===== src/rtl/burst_pkg.sv =====
package burst_pkg;

  typedef enum logic [1:0] {
    CAUSE_NONE  = 2'b00,
    CAUSE_STOP  = 2'b01,
    CAUSE_PAGE  = 2'b10,
    CAUSE_COUNT = 2'b11
  } cause_e;

  typedef enum logic [1:0] {
    CMD_NOP = 2'b00,
    CMD_ACT = 2'b01,
    CMD_RD  = 2'b10,
    CMD_WR  = 2'b11
  } cmd_e;

  // strobes from control to datapath
  typedef struct packed {
    logic load;
    logic advance;
    logic clear;
  } dpCtl_t;

endpackage


===== src/rtl/burst_dp.sv =====
module burst_dp
  import burst_pkg::*;
#(
  parameter int ADDR_W     = 16,
  parameter int PAGE_BYTES = 64,
  parameter int CNT_W      = 5
) (
  input  logic              clk,
  input  logic              rstN,
  input  dpCtl_t            ctl,
  input  logic [ADDR_W-1:0] startAddr,
  input  logic [1:0]        sizeSel,
  input  logic [1:0]        portWidth,
  output logic [ADDR_W-1:0] beatAddr,
  output logic              limitHit,
  output logic              pageHit
);

  localparam int PB = $clog2(PAGE_BYTES);

  logic [ADDR_W-1:0] addrQ;
  logic [CNT_W-1:0]  cntQ;
  logic [CNT_W-1:0]  limitQ;
  logic [2:0]        stepQ;

  function automatic logic [2:0] stepOf(input logic [1:0] pw);
    case (pw)
      2'b00:   return 3'd1;
      2'b01:   return 3'd2;
      default: return 3'd4;
    endcase
  endfunction

  always_ff @(posedge clk or negedge rstN) begin
    if (!rstN) begin
      addrQ  <= '0;
      cntQ   <= '0;
      limitQ <= CNT_W'(2);
      stepQ  <= 3'd1;
    end else if (ctl.load) begin
      addrQ  <= startAddr;
      cntQ   <= '0;
      limitQ <= CNT_W'(2) << sizeSel;
      stepQ  <= stepOf(portWidth);
    end else if (ctl.advance) begin
      addrQ <= addrQ + ADDR_W'(stepQ);
      cntQ  <= cntQ + CNT_W'(1);
    end else if (ctl.clear) begin
      cntQ <= '0;
    end
  end

  assign beatAddr = addrQ;
  assign limitHit = (cntQ + CNT_W'(1)) == limitQ;
  assign pageHit  = ({1'b0, addrQ[PB-1:0]} + (PB+1)'(stepQ)) >= (PB+1)'(PAGE_BYTES);


  count_below_limit_chk: assert property (@(posedge clk) disable iff (!rstN)
    cntQ < limitQ);


  no_page_wrap_chk: assert property (@(posedge clk) disable iff (!rstN)
    ctl.advance |=> addrQ[PB-1:0] > $past(addrQ[PB-1:0]));


  addr_hold_chk: assert property (@(posedge clk) disable iff (!rstN)
    !ctl.load && !ctl.advance |=> $stable(addrQ));

endmodule


===== src/rtl/burst_ctrl.sv =====
module burst_ctrl
  import burst_pkg::*;
(
  input  logic   clk,
  input  logic   rstN,
  input  logic   startStb,
  input  logic   beatAck,
  input  logic   masterStop,
  input  logic   writeSel,
  input  logic   rowOpen,
  input  logic   limitHit,
  input  logic   pageHit,
  output dpCtl_t ctl,
  output logic   busy,
  output logic   lastBeat,
  output logic   burstDone,
  output cause_e doneCause,
  output cmd_e   cmdT1,
  output cmd_e   cmdT2
);

  logic   activeQ;
  logic   writeQ;
  logic   doneQ;
  cause_e causeQ;
  logic   endNow;
  cause_e causeNext;

  assign endNow = activeQ && (masterStop || (beatAck && (limitHit || pageHit)));

  always_comb begin
    if (masterStop)   causeNext = CAUSE_STOP;
    else if (pageHit) causeNext = CAUSE_PAGE;
    else              causeNext = CAUSE_COUNT;
  end

  always_comb begin
    ctl.load    = !activeQ && startStb;
    ctl.advance = activeQ && beatAck && !endNow;
    ctl.clear   = endNow;
  end

  always_ff @(posedge clk or negedge rstN) begin
    if (!rstN) begin
      activeQ <= 1'b0;
      writeQ  <= 1'b0;
      doneQ   <= 1'b0;
      causeQ  <= CAUSE_NONE;
    end else begin
      doneQ <= endNow;
      if (endNow) begin
        activeQ <= 1'b0;
        causeQ  <= causeNext;
      end else if (ctl.load) begin
        activeQ <= 1'b1;
        writeQ  <= writeSel;
      end
    end
  end

  always_comb begin
    cmdT1 = CMD_NOP;
    cmdT2 = CMD_NOP;
    if (activeQ) begin
      cmdT1 = rowOpen ? CMD_NOP : CMD_ACT;
      cmdT2 = writeQ ? CMD_WR : CMD_RD;
    end
  end

  assign busy      = activeQ;
  assign lastBeat  = activeQ && (limitHit || pageHit);
  assign burstDone = doneQ;
  assign doneCause = causeQ;


  done_single_chk: assert property (@(posedge clk) disable iff (!rstN)
    burstDone |=> !burstDone);


  done_idle_chk: assert property (@(posedge clk) disable iff (!rstN)
    burstDone |-> !busy && doneCause != CAUSE_NONE);


  start_only_idle_chk: assert property (@(posedge clk) disable iff (!rstN)
    $rose(busy) |-> $past(startStb) && !$past(burstDone && busy));


  stop_ends_chk: assert property (@(posedge clk) disable iff (!rstN)
    busy && masterStop |=> burstDone && doneCause == CAUSE_STOP);


  idle_nop_chk: assert property (@(posedge clk) disable iff (!rstN)
    !busy |-> cmdT1 == CMD_NOP && cmdT2 == CMD_NOP);


  cause_hold_chk: assert property (@(posedge clk) disable iff (!rstN)
    !burstDone && $past(!burstDone) |-> $stable(doneCause));

endmodule


===== src/rtl/burst_term_ctrl.sv =====
module burst_term_ctrl
  import burst_pkg::*;
#(
  parameter int ADDR_W     = 16,
  parameter int PAGE_BYTES = 64,
  parameter int MAX_BEATS  = 16
) (
  input  logic              clk,
  input  logic              rstN,
  input  logic              startStb,
  input  logic [ADDR_W-1:0] startAddr,
  input  logic [1:0]        sizeSel,
  input  logic [1:0]        portWidth,
  input  logic              writeSel,
  input  logic              beatAck,
  input  logic              masterStop,
  input  logic              rowOpen,
  output logic              busy,
  output logic [ADDR_W-1:0] beatAddr,
  output logic              lastBeat,
  output logic              burstDone,
  output logic [1:0]        doneCause,
  output logic [1:0]        cmdT1,
  output logic [1:0]        cmdT2
);

  localparam int CNT_W = $clog2(MAX_BEATS) + 1;

  dpCtl_t ctl;
  logic   limitHit;
  logic   pageHit;
  cause_e causeW;
  cmd_e   cmd1W;
  cmd_e   cmd2W;

  burst_dp #(
    .ADDR_W    (ADDR_W),
    .PAGE_BYTES(PAGE_BYTES),
    .CNT_W     (CNT_W)
  ) u_dp (
    .clk      (clk),
    .rstN     (rstN),
    .ctl      (ctl),
    .startAddr(startAddr),
    .sizeSel  (sizeSel),
    .portWidth(portWidth),
    .beatAddr (beatAddr),
    .limitHit (limitHit),
    .pageHit  (pageHit)
  );

  burst_ctrl u_ctrl (
    .clk       (clk),
    .rstN      (rstN),
    .startStb  (startStb),
    .beatAck   (beatAck),
    .masterStop(masterStop),
    .writeSel  (writeSel),
    .rowOpen   (rowOpen),
    .limitHit  (limitHit),
    .pageHit   (pageHit),
    .ctl       (ctl),
    .busy      (busy),
    .lastBeat  (lastBeat),
    .burstDone (burstDone),
    .doneCause (causeW),
    .cmdT1     (cmd1W),
    .cmdT2     (cmd2W)
  );

  assign doneCause = causeW;
  assign cmdT1     = cmd1W;
  assign cmdT2     = cmd2W;

endmodule


===== config.mk =====
export PLATFORM = sky130hd
export DESIGN_NAME = burst_term_ctrl
export DESIGN_NICKNAME = d
export VERILOG_FILES = /design/src/rtl/burst_pkg.sv /design/src/rtl/burst_dp.sv /design/src/rtl/burst_ctrl.sv /design/src/rtl/burst_term_ctrl.sv
export SDC_FILE = /design/constraint.sdc
export NUM_CORES = 1
export LEC_CHECK = 0
export BUFFER_PORTS_ARGS = -buffer_cell sky130_fd_sc_hd__buf_2
export CAP_MARGIN = 15
export CORE_MARGIN = 2
export CORE_UTILIZATION = 55
export CTS_BUF_LIST = sky130_fd_sc_hd__clkbuf_2
export CTS_CLUSTER_DIAMETER = 120
export DETAILED_ROUTE_END_ITERATION = 16
export PLACE_DENSITY = 0.83
export SLEW_MARGIN = 20
export SYNTH_ARGS = -nofsm -noshare
export SYNTH_HDL_FRONTEND = slang
export SYNTH_HIERARCHICAL = 1
export SYNTH_SLANG_ARGS = --single-unit

===== constraint.sdc =====
create_clock -name clk -period 6.5 [get_ports clk]
set_input_delay 1.3 -clock clk [delete_from_list [all_inputs] [get_ports clk]]
set_output_delay 1.3 -clock clk [all_outputs]
set_load 0.03 [all_outputs]

==> flow_summary.toml, run 1 <==
[placement]
io_buffers = 50
dpl.hpwl_mm = 2.813
globalplace.congestion = 0.8122

[worst_setup_path]
critPathMaxStageDelay_ns = 0.56
crit_arrival_ns = 2.44
worstSetupEndpointType = "output pin"
crit_top_cell = "o21a_1"
cp_data_required_time_ns = 5.20
path_buf_inv = 2
crit_path_start_kind = "flip-flop"
path_max_fanout = 5
critPathKind = "reg -> out"
cp_cell_sequence = "ha_1 > inv_1 > fa_1 > and2b_1 > o21a_1 > o21a_1 > buf_2"
slowest_stage = "dfstp_2"
cp_top_family = "flip-flops"

[drt]
drt-initial-drc-count = 72
drt_wl_total_mm = 3.934
drc = 0
post_drt_wl_per_cell_um = 13.71
postRouteAntennaNets = 0
viasPerCell = 5.453
vias = 1565
dr.pass1.iters = 5

[logic_synthesis]
synthArstFlopShare = 1.000
syn-instance-count = 191
synth_edf_count = 0
yosysUniqueCellTypes = 51
synth_common_cells = "31 x dfrtp_1, 20 x nand2_1, 13 x o21ai_0, 11 x nor2_1"
synth_top_family_by_area = "simple AND/OR/NAND/NOR gates"
synth_xor_xnor_area_share = 0.06507
syn_area_um2 = 1884
synth-seq-area-share = 0.4396
synth_top_area_share = 0.4117
yosysMostFrequentCell = "dfrtp_1"
ys_seq_elements = 33
synth_compound_area_frac = 0.1640
synth.area.mux_share = 0.04515
synth_simple_gate_area_share = 0.2012
synth.avg_cell_area_um2 = 9.865
syn_nets = 223
synth_fa_ha_area_frac = 0.03718
synth.largest_area_cell = "dfrtp_1"
synthFlopType = "dfrtp_1"
ys.warnings.count = 6
synth_area_leaders = "dfrtp_1 41%, nand2_1 4.0%, xnor2_1 3.7%"

[power]
seqPwrFrac = 0.446
p_total_w = 0.0006721
p_per_area_nw_per_um2 = 306.1
p_clk_frac = 0.143
p_comb_frac = 0.411
intPower_w = 0.0003790
cellLeakagePower_nw = 0.9837
ir_worst_vdd_mv = 0.1456
netSwitchingFraction = 0.4361
p_switching_w = 0.0002932

[cts]
path_clk_slew_ns = 0.14
cts_setup_buffers = 0
clock_latency_ns = 0.37
cts.path.max_buffers = 2
clk_root_buffer_cell = "clkbuf_2"
postCtsResizedCells = 0
htree_num_levels = 2
cts_tree = "yes"
clock-sinks = 33
cts_buffers = 5
cts_hold_buf = 0

[status]
outcome = "complete, no violations"

[timing]
worst_pin_slew_ns = 0.7341
finalCritPeriodShare = 0.5750
whs_ns = 0.4972
skew_ns = 0.01389
finalMaxSlewViolations = 0
finalSetupViolCount = 0
hold_viol = 0
fmax_ghz = 0.2675
rsz0062_at_grt = "no"
slew_headroom = 0.5106
period_needed_ns = 3.738
fin_tns_setup_ns = 0

[floorplanning]
die_h_um = 62.53
io_pins = 52
initial_utilization = 0.5692
die_x_um = 62.53
die-area_um2 = 3910
coreArea_um2 = 3311
placement_rows = 21

[run]
drv_cap = 0

[cells_and_area]
fin_nets = 272
finish.utilization = 0.6633
area_delta_synth_final_pct = 16.53
drive_above_1_share = 0.2988
num_antenna_cells = 0
fillers = 304

[global_route]
antenna_found_initial = 0
grt_pass1_vias = 1456
grt_pass1_wl_mm = 6.423
grt_use_total = 0.2115
grt_max_degree = 34
overflow = 0

[min_path]
holdCritPathClass = "reg -> reg"
power groups by stage:
stage | clock network, W | logic [W] | registers, W
after floorplan | 0 | 0.000142 | 0.000358
after global placement | 0 | 0.000272 | 0.000301
after detailed placement | 0 | 0.000278 | 0.000303
after CTS | 0.0000976 | 0.000278 | 0.000300
after global routing | 0.000107 | 0.000300 | 0.000309
final | 0.0000959 | 0.000277 | 0.000300
layout by cell type, fill, tap and decap left out, drive strengths merged, types with 2 or more instances in the layout:
master,Yosys,layout
a22oi,4,4
a31oi,4,4
and3,2,2
and4,3,3
buf,5,52
clkbuf,5,7
dfrtp,31,31
dfstp,2,2
ha,4,4
inv,8,8
mux2,4,4
mux2i,4,4
nand2,20,20
nand2b,4,4
nand3,7,7
nand4,3,3
nor2,11,11
nor2b,4,4
nor3,4,4
nor3b,2,2
nor4,2,2
o211ai,3,3
o21a,4,4
o21ai,14,14
o2bb2ai,2,2
o31ai,3,3
or3,2,2
xnor2,8,8
xor2,6,6
through the flow:
stage | cells | setup slack, ns | instance area (µm²)
6_report | 287 | 2.762 | 2196
5_1_grt | 287 | 2.630 | 2196
4_1_cts | 287 | 2.748 | 2196
3_5_place_dp | 279 | 3.189 | 2157
3_3_place_gp | 279 | 3.222 | 2157
2_1_floorplan | 191 | 3.231 | 1884
flip-flops by register name (all words and copies together), names as in the netlist:
name	flops
u_ctrl/burstDone	1
u_ctrl/busy	1
u_ctrl/doneCause	2
u_ctrl/writeQ	1
u_dp/beatAddr	16
u_dp/cntQ	5
u_dp/limitQ	4
u_dp/stepQ	3
path summary, 6_finish.rpt:
| check | start | endpoint | slack [ns] | cells past startpoint |
|---|---|---|---|---|
| setup / recovery | u_dp/stepQ[0]$_DFFE_PN1P_ | lastBeat | 2.76 | 7 |
| hold / removal | u_dp/stepQ[0]$_DFFE_PN1P_ | u_dp/stepQ[0]$_DFFE_PN1P_ | 0.50 | 2 |
| setup reg to reg | u_dp/beatAddr[0]$_DFFE_PN0P_ | u_dp/beatAddr[13]$_DFFE_PN0P_ | 3.46 | 11 |
| hold reg to reg | u_dp/stepQ[0]$_DFFE_PN1P_ | u_dp/stepQ[0]$_DFFE_PN1P_ | 0.50 | 2 |
| max in group asynchronous | rstN | u_dp/beatAddr[3]$_DFFE_PN0P_ | 5.06 | 1 |
| min in group asynchronous | rstN | u_ctrl/burstDone$_DFF_PN0_ | 0.96 | 1 |
final cells by class:
| class | count | area [µm²] | area share |
|---|---|---|---|
| multi-input combinational | 140 | 975.9 | 0.4444 |
| sequential | 33 | 828.3 | 0.3772 |
| timing repair buffer | 52 | 265.3 | 0.1208 |
| tap | 46 | 57.56 | 0.02621 |
| clock buffer | 7 | 35.03 | 0.01595 |
| inverter | 8 | 30.03 | 0.01368 |
| clock inverter | 1 | 3.754 | 0.001709 |
cells by family after synthesis:
kind of cell / Yosys count
simple gates: 69
compound gates: 43
flops: 33
buf+inv: 18
xor+xnor: 14
mux: 8
fa+ha+maj: 5
other cells: 1
worst min-delay path, cell delays in order, from the launching register on:
cell     delay, ns
dfstp_2       0.40
nand2_1       0.05
o31ai_1       0.06
metal layers:
metal	global-route usage	part of all wire
met5	0	0
met2	0.3575	0.47
met3	0.06486	0.064
met4	0.09444	0.019
met1	0.2473	0.44
No activity file was read; power rests on OpenSTA's default activity.
==> inputs of run 2 (changes only) <==
Settings changed: CORE_UTILIZATION 55 to 49, PLACE_DENSITY 0.83 to 0.78.
Clock period 6.5 ns to 3.29 ns, I/O delays scaled along.
==> run 2 against run 1 <==
Wire length down 2.7%. Total power is 110% higher. Combinational power is 95% higher. Via count up 0.32%. Worst hold slack worse by 0.18 ns. Sequential power grew 98%. Clock skew increased by 0.0072 ns. Sequential share of layout area shrank 0.57 points. Critical path type unchanged. Largest cell class unchanged.
==> flow_summary.toml, run 2 (same netlist as run 1, synthesis figures left out) <==
[cells_and_area]
drive_above_1_share = 0.3071
num_antenna_cells = 0
largest_reg_flops = 16
seqCellArea_um2 = 828.3
fin_nets = 272
layout_common_cells = "50 x buf_2, 31 x dfrtp_1, 20 x nand2_1"
fillers = 324
mostFrequentLayoutCell = "buf_2"
area_delta_synth_final_pct = 18.33
multi_input_area_um2 = 982.2
stdcell_area_um2 = 2230

[timing]
worst_pin_slew_ns = 0.7122
finalSetupViolCount = 0
finalMaxSlewViolations = 0
skew_ns = 0.02104
rsz0062_at_grt = "no"
hold_viol = 0
fmax_ghz = 0.3248
fin_tns_setup_ns = 0
slew_headroom = 0.5252
period_needed_ns = 3.079
finalCritPeriodShare = 0.9359

[placement]
dpl.hpwl_mm = 2.845
io_buffers = 50
dpl_cell_area_um2 = 2160
globalplace.congestion = 0.8211

[drt]
postRouteAntennaNets = 0
drt_wl_total_mm = 3.826
viasPerCell = 5.433
dr.pass1.iters = 4
post_drt_wl_per_cell_um = 13.24
vias = 1570
drc = 0
drt-initial-drc-count = 87

[floorplanning]
placement_rows = 22
die-area_um2 = 4357
die_x_um = 66.01
die_h_um = 66.01
io_pins = 52
coreArea_um2 = 3689
initial_utilization = 0.5109

[global_route]
grt_max_degree = 40
antenna_found_initial = 0
grt_pass1_wl_mm = 6.534
grt_pass1_vias = 1426
overflow = 0
grt_use_total = 0.1954

[cts]
clk_root_buffer_cell = "clkbuf_2"
cts_hold_buf = 0
cts.path.max_buffers = 2
clock_latency_ns = 0.37
htree_num_levels = 2
path_clk_slew_ns = 0.17
cts_tree = "yes"
cts_buffers = 5
clock-sinks = 33

[status]
outcome = "complete, no violations"

[worst_setup_path]
path_max_fanout = 5
r2r-start = "u_dp/beatAddr[0]$_DFFE_PN0P_"
critPathKind = "reg -> out"
crit_path_start_kind = "flip-flop"
crit_path_start = "u_dp/stepQ[0]$_DFFE_PN1P_"
cp_data_required_time_ns = 2.63
crit_arrival_ns = 2.42
worstSetupEndpointType = "output pin"

[run]
drv_cap = 0

[power]
p_per_area_nw_per_um2 = 625.9
cellLeakagePower_nw = 0.9950
ir_worst_vdd_mv = 0.3402

[min_path]
holdCritPathClass = "in -> async"
run 2: cell count changes in the layout (fill, tap and decap cells not counted):
cell / delta
o21a_2: +1
o21a_1: -1
bufinv_16: +1
nor3_2: +1
nor3_1: -1
clkbuf_2: -1
run 2: report_power, final:
| group | switching (W) | leakage (nW) | internal (W) |
|---|---|---|---|
| Clock | 0.000131 | 0.0406 | 0.000130 |
| Combinational | 0.000343 | 0.554 | 0.000197 |
| Sequential | 0.0000998 | 0.400 | 0.000495 |
run 2: worst paths after layout:
kind / to / slack [ns] / cells past startpoint
max in group asynchronous: u_ctrl/doneCause[0]$_DFFE_PN0P_ / 2.51 / 1
min in group clk: u_dp/stepQ[0]$_DFFE_PN1P_ / 0.44 / 2
max reg2reg: u_dp/beatAddr[14]$_DFFE_PN0P_ / 0.37 / 10
max: lastBeat / 0.21 / 7
min reg2reg: u_dp/limitQ[1]$_DFFE_PN1P_ / 0.51 / 2
min: u_dp/cntQ[3]$_DFFE_PN0P_ / 0.31 / 1
run 2: final cells by class:
type | instances | share of cell area
Multi-Input combinational cell | 140 | 0.4405
Sequential cell | 33 | 0.3715
Timing Repair Buffer | 52 | 0.1190
Tap cell | 48 | 0.02694
Clock inverter | 2 | 0.01515
Clock buffer | 6 | 0.01347
Inverter | 8 | 0.01347
run 2: critical path: stages (launching register included):
cell and delay, ns:
dfstp_2 0.57, ha_1 0.17, inv_1 0.06, fa_1 0.40, and2b_1 0.30, o21a_2 0.20, o21a_1 0.15, buf_2 0.20
run 2: layer usage:
metal / vias to the layer above / global-route usage / routed length, µm
li1: 772 / - / -
met3: 6 / 0.05111 / 250
met1: 739 / 0.2645 / 1832
met5: - / 0 / 0
met4: 0 / 0.06122 / 36
met2: 53 / 0.3068 / 1706
run 2: metrics by stage:
| step | cells | hold WS (ns) | worst slack, ns | total power (W) | util |
|---|---|---|---|---|---|
| 2_1_floorplan | 191 | 0.3624 | 0.02093 | 0.0009895 | - |
| 3_3_place_gp | 281 | 0.4598 | 0.5008 | 0.001131 | 0.5855 |
| 3_5_place_dp | 281 | 0.4787 | 0.4100 | 0.001142 | 0.5855 |
| 4_1_cts | 289 | 0.3269 | 0.1440 | 0.001403 | 0.6028 |
| 5_1_grt | 289 | 0.3433 | 0.04693 | 0.001490 | 0.6045 |
| 6_report | 289 | 0.3147 | 0.2110 | 0.001396 | 0.6045 |
run 2: what timing repair did:
item	in CTS	in global routing
buffers inserted	0	0
resized for setup	0	2
endpoints found under the setup margin	0	1
==> inputs of run 3 (changes only) <==
Settings changed: CORE_UTILIZATION 49 to 54, PLACE_DENSITY 0.78 to 0.82.
Clock period 3.29 ns to 2.9 ns, I/O delays scaled along.
==> run 3 against run 2 <==
Via count increased by 2.0%. Combinational power increased by 22%. Global-route usage increased by 2.5 points. Critical path depth increased by 1. Count of clock-buffer cells in the layout increased by 1. Register-to-register slack got worse by 0.17 ns. First-iteration DRC count increased by 8.0%. Clock power decreased by 18%. Worst hold slack got worse by 0.082 ns.
==> flow_summary.toml, run 3 (same netlist as run 1, synthesis figures left out) <==
[timing]
worst_pin_slew_ns = 0.7223
finalSetupViolCount = 0
hold_viol = 0
skew_ns = 0.02645
period_needed_ns = 2.764
finalCritPeriodShare = 0.9530
fmax_ghz = 0.3618
slew_headroom = 0.5185
rsz0062_at_grt = "yes"
whs_ns = 0.2323
finalMaxSlewViolations = 0

[global_route]
grt_pass1_wl_mm = 6.969
grt_max_degree = 34
antenna_found_initial = 0
grtUsageMet3 = 0.05536
met1_usage = 0.2852
overflow = 0
busiest_layer = "met2"
grt_pass1_vias = 1533
grt_use_total = 0.2203
gr-usage-met2 = 0.3617

[cts]
htree_num_levels = 2
clock-sinks = 33
cts.path.max_buffers = 2
cts_hold_buf = 0
clk_root_buffer_cell = "clkbuf_2"
cts_tree = "yes"
clock_latency_ns = 0.37
cts_buffers = 5
path_clk_slew_ns = 0.17

[drt]
dr.pass1.iters = 4
post_drt_wl_per_cell_um = 13.12
drt-initial-drc-count = 94
vias = 1602
drt_wl_total_mm = 3.883
postRouteAntennaNets = 0
viasPerCell = 5.412
drc = 0

[cells_and_area]
layout_common_cells = "49 x buf_2, 31 x dfrtp_1, 20 x nand2_1"
drive_above_1_share = 0.3440
num_antenna_cells = 0
finish.utilization = 0.6918
final_cells = 296
mostFrequentLayoutCell = "buf_2"
area_delta_synth_final_pct = 22.51
fin_nets = 281
largest_reg_flops = 16

[worst_setup_path]
critPathMaxStageDelay_ns = 0.43
slowest_stage = "dfrtp_1"
path_buf_inv = 2
worstSetupEndpointType = "output pin"
cp_cell_sequence = "ha_1 > nand3_1 > xor2_2 > xnor2_1 > nor3_4 > buf_4 > o21a_1 > buf_6"
cp_data_required_time_ns = 2.32
path_max_fanout = 4
rrSetupSlack_ns = 0.20
critPathKind = "reg -> out"
crit_path_start_kind = "flip-flop"
crit_arrival_ns = 2.18
cp_top_family = "flip-flops"

[run]
drv_cap = 0

[min_path]
holdCritPathClass = "in -> async"

[placement]
dp.cells = 282
io_buffers = 50
dpl.hpwl_mm = 2.911
globalplace.congestion = 0.7294

[floorplanning]
die-area_um2 = 3978
io_pins = 52
placement_rows = 21
die_h_um = 63.07
die_x_um = 63.07
coreArea_um2 = 3337
initial_utilization = 0.5647

[status]
outcome = "complete, no violations"

[power]
ir_worst_vdd_mv = 0.4577
p_per_area_nw_per_um2 = 666.0
cellLeakagePower_nw = 1.037
p_total_w = 0.001537
-- run 3: layout make-up --
class	count	area (µm²)
clock buffers	7	35.03
repair buffers	61	339.1
well taps	46	57.56
inverters	8	30.03
clock inverters	1	3.754
multi-input cells	140	1015
fillers	281	1028
flip-flops and latches	33	828.3
-- run 3: stage by stage --
stage               setup TNS, ns  setup slack [ns]  area, µm²
global placement                0            0.2173       2188
global route             -0.02249          -0.02249       2308
finish                          0            0.1362       2308
floorplan                       0           0.05108       1899
detailed placement              0            0.1256       2188
CTS                             0          0.003404       2243
-- run 3: path summary, 6_finish.rpt --
path | to | startpoint | cells past startpoint
setup / recovery | lastBeat | u_dp/cntQ[0]$_DFFE_PN0P_ | 8
hold / removal | u_dp/cntQ[4]$_DFFE_PN0P_ | rstN | 1
setup reg to reg | u_dp/beatAddr[13]$_DFFE_PN0P_ | u_dp/beatAddr[0]$_DFFE_PN0P_ | 10
hold reg to reg | u_dp/stepQ[0]$_DFFE_PN1P_ | u_dp/stepQ[0]$_DFFE_PN1P_ | 2
max in group asynchronous | u_dp/limitQ[4]$_DFFE_PN0P_ | rstN | 1
min in group clk | u_dp/stepQ[0]$_DFFE_PN1P_ | portWidth[0] | 2
-- run 3: where the power goes --
group | total [W] | internal [W] | leakage [nW] | switching [W]
sequential | 0.000667 | 0.000561 | 0.400 | 0.000106
combinational | 0.000657 | 0.000248 | 0.606 | 0.000409
clock | 0.000213 | 0.0000646 | 0.0306 | 0.000148
-- run 3: what timing repair did --
| item | 4_1_cts | 5_1_grt |
|---|---|---|
| endpoints found under the setup margin | 1 | 4 |
| resized for setup | 5 | 4 |
| buffers inserted | 0 | 6 |
| pin swaps | 0 | 3 |
-- run 3: metal layers --
layer,vias to the layer above,wire (µm)
met2,48,1798
met1,749,1781
met3,8,256
met5,-,0
li1,797,-
met4,0,46
